<file path="src/rtl/pwm_chan_pkg.sv">
package pwm_chan_pkg;

  typedef enum logic [1:0] {
    REG_CTRL   = 2'd0,
    REG_COUNT  = 2'd1,
    REG_DUTY   = 2'd2,
    REG_PERIOD = 2'd3
  } reg_sel_e;

  typedef struct packed {
    logic       abrupt;
    logic       act_low;
    logic       out_en;
    logic [2:0] psel;
  } ctrl_t;

  localparam int CTRL_W = $bits(ctrl_t);

endpackage

</file>
<file path="src/rtl/pwm_prescaler.sv">
module pwm_prescaler #(
  parameter int SEL_W    = 3,
  parameter int MAX_CODE = 5
) (
  input  logic             clk,
  input  logic             rst_n,
  input  logic             run,
  input  logic [SEL_W-1:0] sel,
  output logic             tick
);
  localparam int DIV_W = 2 * MAX_CODE;

  logic [DIV_W-1:0] div_q, div_d, limit;
  logic             sel_ok;

  always_comb begin
    sel_ok = (int'(sel) <= MAX_CODE);
    limit  = sel_ok ? ((DIV_W'(1) << (2 * int'(sel))) - DIV_W'(1)) : '0;
    tick   = run && sel_ok && (div_q >= limit);
    if (!run || !sel_ok || tick) div_d = '0;
    else                         div_d = div_q + DIV_W'(1);
  end

  always_ff @(posedge clk or negedge rst_n) begin
    if (!rst_n) div_q <= '0;
    else        div_q <= div_d;
  end


  div_restart_chk: assert property (@(posedge clk) disable iff (!rst_n)
    !run |=> (div_q == '0));


  bad_code_idle_chk: assert property (@(posedge clk) disable iff (!rst_n)
    (int'(sel) > MAX_CODE) |-> !tick);

endmodule

</file>
<file path="src/rtl/pwm_counter.sv">
module pwm_counter #(
  parameter int CNT_W = 16
) (
  input  logic             clk,
  input  logic             rst_n,
  input  logic             tick,
  input  logic             load,
  input  logic [CNT_W-1:0] load_val,
  input  logic [CNT_W-1:0] duty,
  input  logic [CNT_W-1:0] period,
  output logic [CNT_W-1:0] count,
  output logic             wrap,
  output logic             period_hit,
  output logic             duty_hit
);
  logic [CNT_W-1:0] cnt_q, cnt_d;
  logic             ph_q, ph_d, dh_q, dh_d;

  always_comb begin
    wrap = tick && (cnt_q == period);
    ph_d = wrap;
    dh_d = tick && (cnt_q == duty);
    if (load)      cnt_d = load_val;
    else if (wrap) cnt_d = '0;
    else if (tick) cnt_d = cnt_q + CNT_W'(1);
    else           cnt_d = cnt_q;
  end

  always_ff @(posedge clk or negedge rst_n) begin
    if (!rst_n) begin
      cnt_q <= '0;
      ph_q  <= 1'b0;
      dh_q  <= 1'b0;
    end else begin
      cnt_q <= cnt_d;
      ph_q  <= ph_d;
      dh_q  <= dh_d;
    end
  end

  assign count      = cnt_q;
  assign period_hit = ph_q;
  assign duty_hit   = dh_q;


  wrap_to_zero_chk: assert property (@(posedge clk) disable iff (!rst_n)
    (tick && !load && (cnt_q == period)) |=> (cnt_q == '0) && period_hit);


  duty_flag_chk: assert property (@(posedge clk) disable iff (!rst_n)
    (tick && (cnt_q == duty)) |=> duty_hit);


  load_wins_chk: assert property (@(posedge clk) disable iff (!rst_n)
    load |=> (cnt_q == $past(load_val)));


  hold_when_idle_chk: assert property (@(posedge clk) disable iff (!rst_n)
    (!tick && !load) |=> $stable(cnt_q) && !period_hit && !duty_hit);

endmodule

</file>
<file path="src/rtl/pwm_outstage.sv">
module pwm_outstage #(
  parameter int CNT_W = 16
) (
  input  logic             clk,
  input  logic             rst_n,
  input  logic             out_en,
  input  logic             abrupt,
  input  logic             act_low,
  input  logic             wrap,
  input  logic [CNT_W-1:0] count,
  input  logic [CNT_W-1:0] duty,
  input  logic [CNT_W-1:0] period,
  output logic             pin
);
  logic gate_q, gate_d, in_window, drive;

  always_comb begin
    if (out_en)               gate_d = 1'b1;
    else if (abrupt || wrap)  gate_d = 1'b0;
    else                      gate_d = gate_q;
    in_window = (count >= duty) && (count < period);
    drive     = gate_q && (out_en || !abrupt) && in_window;
    pin       = drive ^ act_low;
  end

  always_ff @(posedge clk or negedge rst_n) begin
    if (!rst_n) gate_q <= 1'b0;
    else        gate_q <= gate_d;
  end


  gate_holds_chk: assert property (@(posedge clk) disable iff (!rst_n)
    (gate_q && !out_en && !abrupt && !wrap) |=> gate_q);


  abrupt_close_chk: assert property (@(posedge clk) disable iff (!rst_n)
    (!out_en && abrupt) |=> !gate_q);

endmodule

</file>
<file path="src/rtl/pwm_timer_chan.sv">
module pwm_timer_chan #(
  parameter int CNT_W    = 16,
  parameter int MAX_CODE = 5
) (
  input  logic             clk,
  input  logic             rst_n,
  input  logic             wr_en,
  input  logic [1:0]       wr_addr,
  input  logic [CNT_W-1:0] wr_data,
  input  logic             cnt_en,
  output logic             pwm_out,
  output logic             period_hit,
  output logic             duty_hit
);
  import pwm_chan_pkg::*;

  ctrl_t            ctrl_q, ctrl_d;
  logic [CNT_W-1:0] duty_q, duty_d, per_q, per_d, count;
  logic             tick, wrap, load;

  always_comb begin
    ctrl_d = ctrl_q;
    duty_d = duty_q;
    per_d  = per_q;
    load   = 1'b0;
    if (wr_en) begin
      unique case (reg_sel_e'(wr_addr))
        REG_CTRL:   ctrl_d = ctrl_t'(wr_data[CTRL_W-1:0]);
        REG_COUNT:  load   = 1'b1;
        REG_DUTY:   duty_d = wr_data;
        REG_PERIOD: per_d  = wr_data;
        default:    ;
      endcase
    end
  end

  always_ff @(posedge clk or negedge rst_n) begin
    if (!rst_n) begin
      ctrl_q <= '0;
      duty_q <= '0;
      per_q  <= '0;
    end else begin
      ctrl_q <= ctrl_d;
      duty_q <= duty_d;
      per_q  <= per_d;
    end
  end

  pwm_prescaler #(.SEL_W(3), .MAX_CODE(MAX_CODE)) u_presc (
    .clk(clk), .rst_n(rst_n), .run(cnt_en), .sel(ctrl_q.psel), .tick(tick)
  );

  pwm_counter #(.CNT_W(CNT_W)) u_cnt (
    .clk(clk), .rst_n(rst_n), .tick(tick), .load(load), .load_val(wr_data),
    .duty(duty_q), .period(per_q), .count(count), .wrap(wrap),
    .period_hit(period_hit), .duty_hit(duty_hit)
  );

  pwm_outstage #(.CNT_W(CNT_W)) u_out (
    .clk(clk), .rst_n(rst_n), .out_en(ctrl_q.out_en), .abrupt(ctrl_q.abrupt),
    .act_low(ctrl_q.act_low), .wrap(wrap), .count(count), .duty(duty_q),
    .period(per_q), .pin(pwm_out)
  );


  no_window_idle_chk: assert property (@(posedge clk) disable iff (!rst_n)
    (duty_q >= per_q) |-> (pwm_out == ctrl_q.act_low));


  duty_write_chk: assert property (@(posedge clk) disable iff (!rst_n)
    (wr_en && wr_addr == 2'd2) |=> (duty_q == $past(wr_data)));


  polarity_idle_chk: assert property (@(posedge clk) disable iff (!rst_n)
    (!ctrl_q.out_en && ctrl_q.abrupt) |=> (pwm_out == ctrl_q.act_low));

endmodule

</file>
<file path="config.mk">
export PLATFORM = sky130hd
export DESIGN_NAME = pwm_timer_chan
export DESIGN_NICKNAME = d
export VERILOG_FILES = /design/src/rtl/pwm_chan_pkg.sv /design/src/rtl/pwm_prescaler.sv /design/src/rtl/pwm_counter.sv /design/src/rtl/pwm_outstage.sv /design/src/rtl/pwm_timer_chan.sv
export SDC_FILE = /design/constraint.sdc
export NUM_CORES = 1
export LEC_CHECK = 0
export BUFFER_PORTS_ARGS = -buffer_cell sky130_fd_sc_hd__buf_4
export CAP_MARGIN = 20
export CORE_AREA = 2 2 103 105
export CTS_CLUSTER_DIAMETER = 200
export DETAILED_ROUTE_END_ITERATION = 8
export DIE_AREA = 0 0 105 107
export GPL_ROUTABILITY_DRIVEN = 0
export PLACE_DENSITY = 0.69
export RECOVER_POWER = 25
export REMOVE_ABC_BUFFERS = 1
export SYNTH_ARGS = -nofsm -noshare
export SYNTH_HDL_FRONTEND = slang
export SYNTH_SLANG_ARGS = --single-unit
</file>
<file path="constraint.sdc">
create_clock -name clk -period 7.3 [get_ports clk]
set_input_delay 1.46 -clock clk [delete_from_list [all_inputs] [get_ports clk]]
set_output_delay 1.46 -clock clk [all_outputs]
set_load 0.02 [all_outputs]
</file>
==> flow_summary.yaml, run 1 <==
status:
  status: "finished, violations left"
  violations: "max-capacitance violations, max-slew violations"
yosys:
  async_flop_share: 1.00
  synth-seq-cells: 67
  yosys_warnings: 0
  ys_types: 47
  seq_area_frac_synth: 0.400
  yosys_most_used_dff: "dfrtp_1"
  avgSynthCellArea_um2: 9.68
  synth_cells: 433
  synth-edff-count: 0
  synth.cell_area_mm2: 0.00419
power_and_ir_drop:
  p_switching_mw: 0.353
  ir_worst_vdd_mv: 0.0823
  seqPwrFrac: 0.454
  power_per_cell_area_mw_per_mm2: 225
  swShare: 0.334
  leakagePower_nw: 2.12
  comb_power_share: 0.275
  power_frac_clock: 0.271
  p_int_mw: 0.702
cts:
  clk_latency_ns: 0.36
  path_clk_slew_ns: 0.07
  postCtsSetupRepairBufs: 0
  cts_tree: "done"
  hold_buffers: 0
  cts.root.buffer_cell: "clkbuf_8"
  cts_resized: 0
  max-clock-path-buffers: 2
  numCtsBuffers: 9
  clock_sinks: 67
  htreeDepth: 3
setup_path:
  path_class: "input port to asynchronous set/reset pin"
  rr_startpoint: "ctrl_q[0]"
  slowest_delay_ns: 2.49
  required_ns: 6.95
  critPathMaxFanout: 67
  end_kind: "asynchronous set/reset pin"
  rrSetupSlack_ns: 3.40
  cp_slowest_cell: "clkbuf_1"
  r2r_cells: 12
  crit_family: "buffers and inverters"
  cp_cell_sequence: "clkbuf_1"
  reg2reg_to: "u_cnt.count[11]"
  crit_arrival_ns: 3.99
  cp_num_buf_inv: 1
  crit_path_start_kind: "input port"
grt:
  antenna_found_initial: 0
  grt_pass1_vias: 3438
  grt.total_usage: 0.186
  grt_overflow: 0
  grt_first_pass_wirelength_mm: 16.6
  grt_max_degree: 68
floorplanning:
  die_area_mm2: 0.0112
  io_pins: 25
  coreArea_mm2: 0.0101
  initial_core_util: 0.415
  rows: 37
  die_h_um: 107
  die_w_um: 105
timing:
  worst_pin_slew_ns: 3.59
  fin_crit_ns: 4.34
  rsz0062_at_grt: "false"
  fin_worst_skew_ns: 0.0109
  setup_tns_ns: 0
  period_share: 0.595
  final_max_slew_viol_count: 68
  report.final.hold_viol_count: 0
  setup_ws_ns: 2.96
  fmax_mhz: 230
  setup_viol: 0
  slew_headroom: -1.40
detailed_routing:
  viasPerCell: 5.66
  wire_per_inst_um: 16.6
  drt_iter0_drc: 225
  wirelength_mm: 9.89
  drc: 0
  dr.pass1.iters: 4
  vias: 3381
  ant_nets: 0
worst_hold_path:
  hold_end: "u_out.gate_q"
  hold_depth: 1
  hp-start: "ctrl_q[3]"
  min_path_type: "flop to flop"
finish:
  utilization: 0.464
  fin_area_mm2: 0.00468
  fill_cells: 985
  drive_above_1_share: 0.174
  antenna_cells: 0
  nets: 524
  area_growth_pct: 11.7
flow_run:
  maxCapViolations: 1
placed_design:
  dpl.hpwl_mm: 7.21
  io_buffers: 24
  dp_slack_ns: 3.46
  post_dp_cell_area_mm2: 0.00451
metal layers:
layer  up-vias  GRT usage  wire length (um)
met1      1663      0.218              4110
met2        91      0.329              5010
met4         0     0.0695               243
met5         -          0                 0
met3        19     0.0462               527
li1       1608          -                 -
per-stage QoR:
step / power (mW) / hold slack, ns / cells
finish: 1.05 / 0.491 / 597
global route: 1.13 / 0.522 / 597
floorplan: 0.676 / 0.453 / 420
global placement: 0.755 / 0.469 / 582
detailed placement: 0.774 / 0.480 / 582
CTS: 1.06 / 0.500 / 597
placed cells by master, fill, tap and decap left out, types with 4 or more instances in the layout:
| cell | count |
|---|---|
| xor2_1 | 6 |
| and4_1 | 5 |
| ha_1 | 45 |
| nand2_1 | 36 |
| nor4_1 | 5 |
| xnor2_1 | 4 |
| nand4_1 | 11 |
| and3_1 | 7 |
| a31oi_1 | 5 |
| mux2_2 | 37 |
| clkbuf_8 | 11 |
| nand3_1 | 22 |
| buf_4 | 25 |
| a21oi_1 | 18 |
| o311ai_1 | 4 |
| a211oi_1 | 5 |
| o211ai_1 | 8 |
| inv_1 | 41 |
| nand2b_1 | 6 |
| o21ai_0 | 12 |
| nor2_1 | 33 |
| dfrtp_1 | 67 |
| a21o_1 | 4 |
registers in the layout (all words and copies together) (netlist names):
name,cells
per_q,16
u_cnt.period_hit,1
duty_q,16
u_cnt.duty_hit,1
ctrl_q,6
u_presc.div_q,10
u_cnt.count,16
u_out.gate_q,1
Yosys cell counts (all sizes together) (2+ instances only):
cell / count / area [um^2]
dfrtp: 67 / 1680
and4: 5 / 43.8
nor4: 5 / 31.3
nand2: 36 / 135
a21o: 4 / 30.0
o211ai: 8 / 60.1
clkbuf: 12 / 45.0
nand4: 11 / 68.8
mux2: 37 / 417
nand3b: 3 / 22.5
mux2i: 3 / 30.0
and3: 7 / 43.8
a2111oi: 2 / 23.8
a211oi: 5 / 37.5
nor3: 2 / 10.0
nand2b: 6 / 37.5
ha: 45 / 563
nor2: 33 / 124
a221oi: 2 / 17.5
o22ai: 3 / 18.8
a21oi: 19 / 98.9
a41oi: 2 / 17.5
o311ai: 7 / 61.3
xor2: 6 / 52.6
nor2b: 3 / 18.8
a31oi: 5 / 31.3
inv: 41 / 154
or3: 3 / 18.8
xnor2: 4 / 35.0
nand3: 22 / 110
o21ai: 12 / 60.1
power by group through the flow:
stage | logic [mW] | registers (mW) | clock network, mW
5_1_grt | 0.335 | 0.487 | 0.307
3_3_place_gp | 0.274 | 0.481 | 0
2_1_floorplan | 0.207 | 0.469 | 0
3_5_place_dp | 0.289 | 0.485 | 0
4_1_cts | 0.293 | 0.478 | 0.291
6_report | 0.290 | 0.479 | 0.285
worst max-delay path by stage:
stage	from	cells after the start	slack (ns)	to
3_5_place_dp	ctrl_q[0]	12	3.46	u_cnt.count[11]
3_3_place_gp	ctrl_q[0]	12	3.61	u_cnt.count[11]
5_1_grt	rst_n	1	2.07	ctrl_q[0]
4_1_cts	u_cnt.count[7]	7	3.24	pwm_out
2_1_floorplan	ctrl_q[0]	12	3.91	u_cnt.count[11]
6_report	rst_n	1	2.96	u_presc.div_q[7]
layout make-up:
class	count	area (um^2)	area share
Multi-Input combinational cell	312	2310	0.494
Clock buffer	11	151	0.0323
Clock inverter	4	26.3	0.00561
Tap cell	136	170	0.0363
Sequential cell	67	1680	0.358
Inverter	41	154	0.0329
Timing Repair Buffer	26	191	0.0409
cell families (layout without fill, tap and decap cells):
| kind of cell | after synthesis | after routing | share of synthesized area |
|---|---|---|---|
| and+or+nand+nor | 140 | 140 | 0.165 |
| AOI/OAI and AO/OA | 77 | 77 | 0.125 |
| DFF | 67 | 67 | 0.400 |
| buffers and inverters | 54 | 82 | 0.0486 |
| adders and majority gates | 45 | 45 | 0.134 |
| muxes | 40 | 40 | 0.107 |
| xor gates and xnor gates | 10 | 10 | 0.0209 |
Note: power is estimated with default switching activity, not from simulation.
==> inputs of run 2 (changes only) <==
--- a/config.mk
+++ b/config.mk
@@ -5,14 +5,15 @@
 export SDC_FILE = /design/constraint.sdc
 export NUM_CORES = 1
 export LEC_CHECK = 0
+export ABC_AREA = 1
 export BUFFER_PORTS_ARGS = -buffer_cell sky130_fd_sc_hd__buf_4
 export CAP_MARGIN = 20
-export CORE_AREA = 2 2 103 105
+export CORE_AREA = 2 2 107 109
 export CTS_CLUSTER_DIAMETER = 200
 export DETAILED_ROUTE_END_ITERATION = 8
-export DIE_AREA = 0 0 105 107
+export DIE_AREA = 0 0 109 111
 export GPL_ROUTABILITY_DRIVEN = 0
-export PLACE_DENSITY = 0.69
+export PLACE_DENSITY = 0.71
 export RECOVER_POWER = 25
 export REMOVE_ABC_BUFFERS = 1
 export SYNTH_ARGS = -nofsm -noshare
==> constraint.sdc (replaced) <==
create_clock -name clk -period 3.9 [get_ports clk]
set_input_delay 0.78 -clock clk [delete_from_list [all_inputs] [get_ports clk]]
set_output_delay 0.78 -clock clk [all_outputs]
set_load 0.02 [all_outputs]
==> flow_summary.yaml, run 2 <==
status:
  status: "finished, violations left"
  violations: "max-capacitance violations, max-slew violations"
timing:
  period_share: 0.771
  fmax_mhz: 333
  final_max_slew_viol_count: 68
  rsz0062_at_grt: "false"
  report.final.hold_viol_count: 0
  fin_crit_ns: 3.01
  setup_viol: 0
  slew_headroom: -0.126
  holdWs_ns: 0.485
  worst_pin_slew_ns: 1.69
  fin_worst_skew_ns: 0.00624
  setup_ws_ns: 0.895
  setup_tns_ns: 0
detailed_routing:
  vias: 3819
  dr.pass1.iters: 5
  viasPerCell: 4.86
  wire_per_inst_um: 12.6
  wirelength_mm: 9.89
  drt_iter0_drc: 128
  drc: 0
  ant_nets: 0
finish:
  multi_input_area_mm2: 0.00229
  area_growth_pct: 12.5
  utilization: 0.458
  fill_cells: 1069
  antenna_cells: 0
  nets: 705
  drive_above_1_share: 0.0840
  layout_commonest_cell: "nand2_1"
  layout_common_cells: "nand2_1 (178), inv_1 (116), dfrtp_1 (67)"
  seqCellArea_mm2: 0.00168
worst_hold_path:
  min_path_type: "flop to flop"
yosys:
  synth_top_area_share: 0.371
  synth-seq-cells: 67
  synth.cell_area_mm2: 0.00451
  synth_area_leader_cell: "dfrtp_1"
  avgSynthCellArea_um2: 7.34
  ys_types: 31
  synthTopCellsByCount: "nand2_1 (178), inv_1 (116), dfrtp_1 (67)"
  synth_area_leaders: "dfrtp_1 (37%), nand2_1 (15%), ha_1 (12%)"
  yosysMostFrequentCell: "nand2_1"
  yosys_most_used_dff: "dfrtp_1"
  seq_area_frac_synth: 0.371
  yosys_warnings: 0
  synth-edff-count: 0
  synth_cells: 615
  async_flop_share: 1.00
cts:
  clk_latency_ns: 0.33
  max-clock-path-buffers: 2
  numCtsBuffers: 9
  path_clk_slew_ns: 0.06
  cts_resized: 0
  cts.root.buffer_cell: "clkbuf_16"
  hold_buffers: 0
  clock_sinks: 67
  postCtsSetupRepairBufs: 0
  cts_tree: "done"
  htreeDepth: 3
grt:
  grt_overflow: 0
  grt_max_degree: 68
  grt_pass1_vias: 3842
  grt.total_usage: 0.179
  grt_first_pass_wirelength_mm: 17.3
  antenna_found_initial: 0
floorplanning:
  io_pins: 25
  rows: 39
  die_area_mm2: 0.0121
  initial_core_util: 0.407
  coreArea_mm2: 0.0111
  die_h_um: 111
  die_w_um: 109
setup_path:
  slowest_delay_ns: 0.47
  cp_slowest_cell: "dfrtp_1"
  cp_num_buf_inv: 1
  end_kind: "primary output"
  critPathMaxFanout: 7
  crit_arrival_ns: 2.23
  crit_path_start_kind: "flop"
  crit_family: "simple AND/OR/NAND/NOR gates"
  cp_cell_sequence: "ha_1, nand4_1, nor3_1, nand3_1, nand3_1, nand2_1, nand2_1, nand2_1, buf_4"
  required_ns: 3.12
  crit_top_cell: "nand2_1"
  rrSetupSlack_ns: 1.17
  path_class: "flop to primary output"
power_and_ir_drop:
  leakagePower_nw: 2.82
  power_per_cell_area_mw_per_mm2: 476
  ir_worst_vdd_mv: 0.223
  p_total_mw: 2.42
flow_run:
  maxCapViolations: 1
placed_design:
  io_buffers: 24
  dpl.hpwl_mm: 7.17
  dp_slack_ns: 1.29
## run 2: changes by cell type in the layout (fill, tap and decap cells not counted), moves of 10 or more
cell,before,now
mux2_2,37,0
nand3_1,22,34
clkbuf_8,11,1
o21ai_0,12,42
inv_1,41,116
nand2_1,36,178
## run 2: final cells by class
| class | instances | share of cell area |
|---|---|---|
| Inverter | 117 | 0.0865 |
| Clock buffer | 10 | 0.0471 |
| Clock inverter | 6 | 0.0126 |
| Tap cell | 143 | 0.0352 |
| Multi-Input combinational cell | 416 | 0.451 |
| Sequential cell | 67 | 0.330 |
| Timing Repair Buffer | 27 | 0.0372 |
## run 2: path summary, 6_finish.rpt
kind                                 from          endpoint  cells after the start
setup / recovery           u_cnt.count[9]           pwm_out                      9
hold / removal                   per_q[8]          per_q[8]                      2
setup reg to reg                ctrl_q[2]   u_cnt.count[13]                     15
hold reg to reg                  per_q[8]          per_q[8]                      2
max in group asynchronous           rst_n        duty_q[10]                      1
min in group asynchronous           rst_n  u_presc.div_q[2]                      1
## run 2: layer usage
layer,GRT usage,vias to the layer above,wire (um)
met5,0,-,0
met4,0.0521,0,167
met3,0.0329,14,325
met2,0.307,57,4790
met1,0.228,1775,4600
li1,-,1973,-
## run 2: kinds of logic after synthesis
| kind of cell | after synthesis | share of synthesized area |
|---|---|---|
| and+or+nand+nor | 295 | 0.287 |
| AOI/OAI and AO/OA | 65 | 0.0749 |
| adders and majority gates | 45 | 0.125 |
| xor gates and xnor gates | 11 | 0.0213 |
| DFF | 67 | 0.372 |
| buffers and inverters | 132 | 0.121 |
## run 2: worst min-delay path, cell delays in order (launching register included)
cell and delay [ns]:
dfrtp_1 0.34, nand2_1 0.05, o21ai_0 0.06
## run 2: where the power goes
part           internal (mW)  switching [mW]
combinational          0.273           0.401
clock                  0.512           0.315
sequential             0.801           0.113
total                   1.59           0.830
## run 2: through the flow
stage / instances / instance area (um^2)
2_1_floorplan: 600 / 4410
3_3_place_gp: 770 / 4790
3_5_place_dp: 770 / 4790
4_1_cts: 786 / 5090
5_1_grt: 786 / 5080
6_report: 786 / 5080
==> inputs of run 3 (changes only) <==
--- a/config.mk
+++ b/config.mk
@@ -5,15 +5,15 @@
 export SDC_FILE = /design/constraint.sdc
 export NUM_CORES = 1
 export LEC_CHECK = 0
-export ABC_AREA = 1
+export ABC_AREA = 0
 export BUFFER_PORTS_ARGS = -buffer_cell sky130_fd_sc_hd__buf_4
 export CAP_MARGIN = 20
-export CORE_AREA = 2 2 107 109
+export CORE_AREA = 2 2 103 105
 export CTS_CLUSTER_DIAMETER = 200
 export DETAILED_ROUTE_END_ITERATION = 8
-export DIE_AREA = 0 0 109 111
+export DIE_AREA = 0 0 105 107
 export GPL_ROUTABILITY_DRIVEN = 0
-export PLACE_DENSITY = 0.71
+export PLACE_DENSITY = 0.69
 export RECOVER_POWER = 25
 export REMOVE_ABC_BUFFERS = 1
 export SYNTH_ARGS = -nofsm -noshare
==> constraint.sdc (replaced) <==
create_clock -name clk -period 3.04 [get_ports clk]
set_input_delay 0.608 -clock clk [delete_from_list [all_inputs] [get_ports clk]]
set_output_delay 0.608 -clock clk [all_outputs]
set_load 0.02 [all_outputs]
==> flow_summary.yaml, run 3 (synthesis results as in run 1) <==
status:
  status: "finished, violations left"
  violations: "max-capacitance violations, max-slew violations, negative setup slack"
finish:
  nets: 558
  layout_commonest_cell: "dfrtp_1"
  drive_above_1_share: 0.333
  utilization: 0.536
  layout_common_cells: "dfrtp_1 (65), buf_4 (47), ha_1 (43)"
  antenna_cells: 0
  area_growth_pct: 28.9
detailed_routing:
  wire_per_inst_um: 17.8
  drc: 0
  vias: 3599
  drt_iter0_drc: 175
  dr.pass1.iters: 4
  viasPerCell: 5.69
  wirelength_mm: 11.3
  ant_nets: 0
floorplanning:
  io_pins: 25
  die_h_um: 107
  coreArea_mm2: 0.0101
  die_w_um: 105
  rows: 37
  initial_core_util: 0.415
  die_area_mm2: 0.0112
cts:
  clk_latency_ns: 0.36
  clock_sinks: 67
  cts_tree: "done"
  htreeDepth: 3
  numCtsBuffers: 9
  max-clock-path-buffers: 2
  hold_buffers: 0
  path_clk_slew_ns: 0.07
  cts.root.buffer_cell: "clkbuf_8"
placed_design:
  io_buffers: 24
  dpl.hpwl_mm: 7.30
  dp_slack_ns: -0.207
grt:
  grt.total_usage: 0.206
  grt_pass1_vias: 3759
  grt_max_degree: 68
  antenna_found_initial: 0
  grt_first_pass_wirelength_mm: 18.2
  grt_overflow: 0
flow_run:
  maxCapViolations: 1
setup_path:
  required_ns: 3.29
  end_kind: "flop"
  rrSetupSlack_ns: -0.29
  crit_path_start_kind: "flop"
  path_class: "flop to flop"
  critPathMaxFanout: 3
  crit_arrival_ns: 3.59
timing:
  period_share: 1.10
  rsz0062_at_grt: "true"
  fin_worst_skew_ns: 0.0103
  setup_viol: 29
  worst_pin_slew_ns: 1.72
  fmax_mhz: 300
  setup_ws_ns: -0.294
  slew_headroom: -0.145
  final_max_slew_viol_count: 68
  report.final.hold_viol_count: 0
  fin_crit_ns: 3.33
power_and_ir_drop:
  power_per_cell_area_mw_per_mm2: 519
  ir_worst_vdd_mv: 0.310
  leakagePower_nw: 2.41
worst_hold_path:
  min_path_type: "flop to flop"
[run 3: per-stage QoR]
| stage | TNS, ns | std cells | power, mW | instance area (um^2) | hold WS [ns] |
|---|---|---|---|---|---|
| 2_1_floorplan | -2.36 | 420 | 1.62 | 4140 | 0.312 |
| 3_3_place_gp | -0.823 | 605 | 1.86 | 4680 | 0.472 |
| 3_5_place_dp | -1.85 | 605 | 1.89 | 4680 | 0.491 |
| 4_1_cts | -2.00 | 626 | 2.69 | 5100 | 0.393 |
| 5_1_grt | -8.28 | 632 | 2.99 | 5410 | 0.487 |
| 6_report | -4.64 | 632 | 2.81 | 5410 | 0.498 |
[run 3: final timing paths]
path,from,end,cells past startpoint
setup / recovery,ctrl_q[0],u_cnt.count[9],14
hold / removal,ctrl_q[3],u_out.gate_q,1
setup reg to reg,ctrl_q[0],u_cnt.count[9],14
hold reg to reg,ctrl_q[3],u_out.gate_q,1
max in group asynchronous,rst_n,u_cnt.count[2],1
min in group asynchronous,rst_n,duty_q[8],1
[run 3: where the power goes]
group	total, mW	internal [mW]	switching [mW]
clock network	0.735	0.377	0.358
logic	0.942	0.445	0.498
registers	1.13	1.02	0.106
[run 3: repair_timing]
item	4_1_cts	5_1_grt
buffers inserted	5	4
gates resized for setup	40	57
pin swaps	10	29
endpoints found under the setup margin	19	30
endpoints found under the hold margin	0	0
gates cloned	0	2
[run 3: final cells by class]
type | instances | area [um^2]
Clock inverter | 5 | 53.8
Inverter | 41 | 154
Sequential cell | 67 | 1680
Fill cell | 914 | 4690
Timing Repair Buffer | 60 | 493
Tap cell | 136 | 170
Multi-Input combinational cell | 312 | 2720
Clock buffer | 11 | 131
[run 3: worst max-delay path: stages (launching register included)]
cell	delay [ns]
dfrtp_1	0.38
or3_4	0.41
ha_4	0.17
or3_4	0.33
a21oi_2	0.15
a21oi_1	0.06
ha_1	0.36
nand3_2	0.13
a211oi_4	0.28
a2111oi_4	0.07
buf_4	0.17
a21oi_4	0.17
nand3_2	0.13
buf_6	0.17
o311ai_4	0.26
[run 3: metal layers]
layer | GRT usage | up-vias | routed length [um]
met5 | 0 | - | 0
met4 | 0.0943 | 0 | 486
met3 | 0.0535 | 34 | 633
met2 | 0.352 | 121 | 5670
met1 | 0.242 | 1766 | 4480
li1 | - | 1678 | -
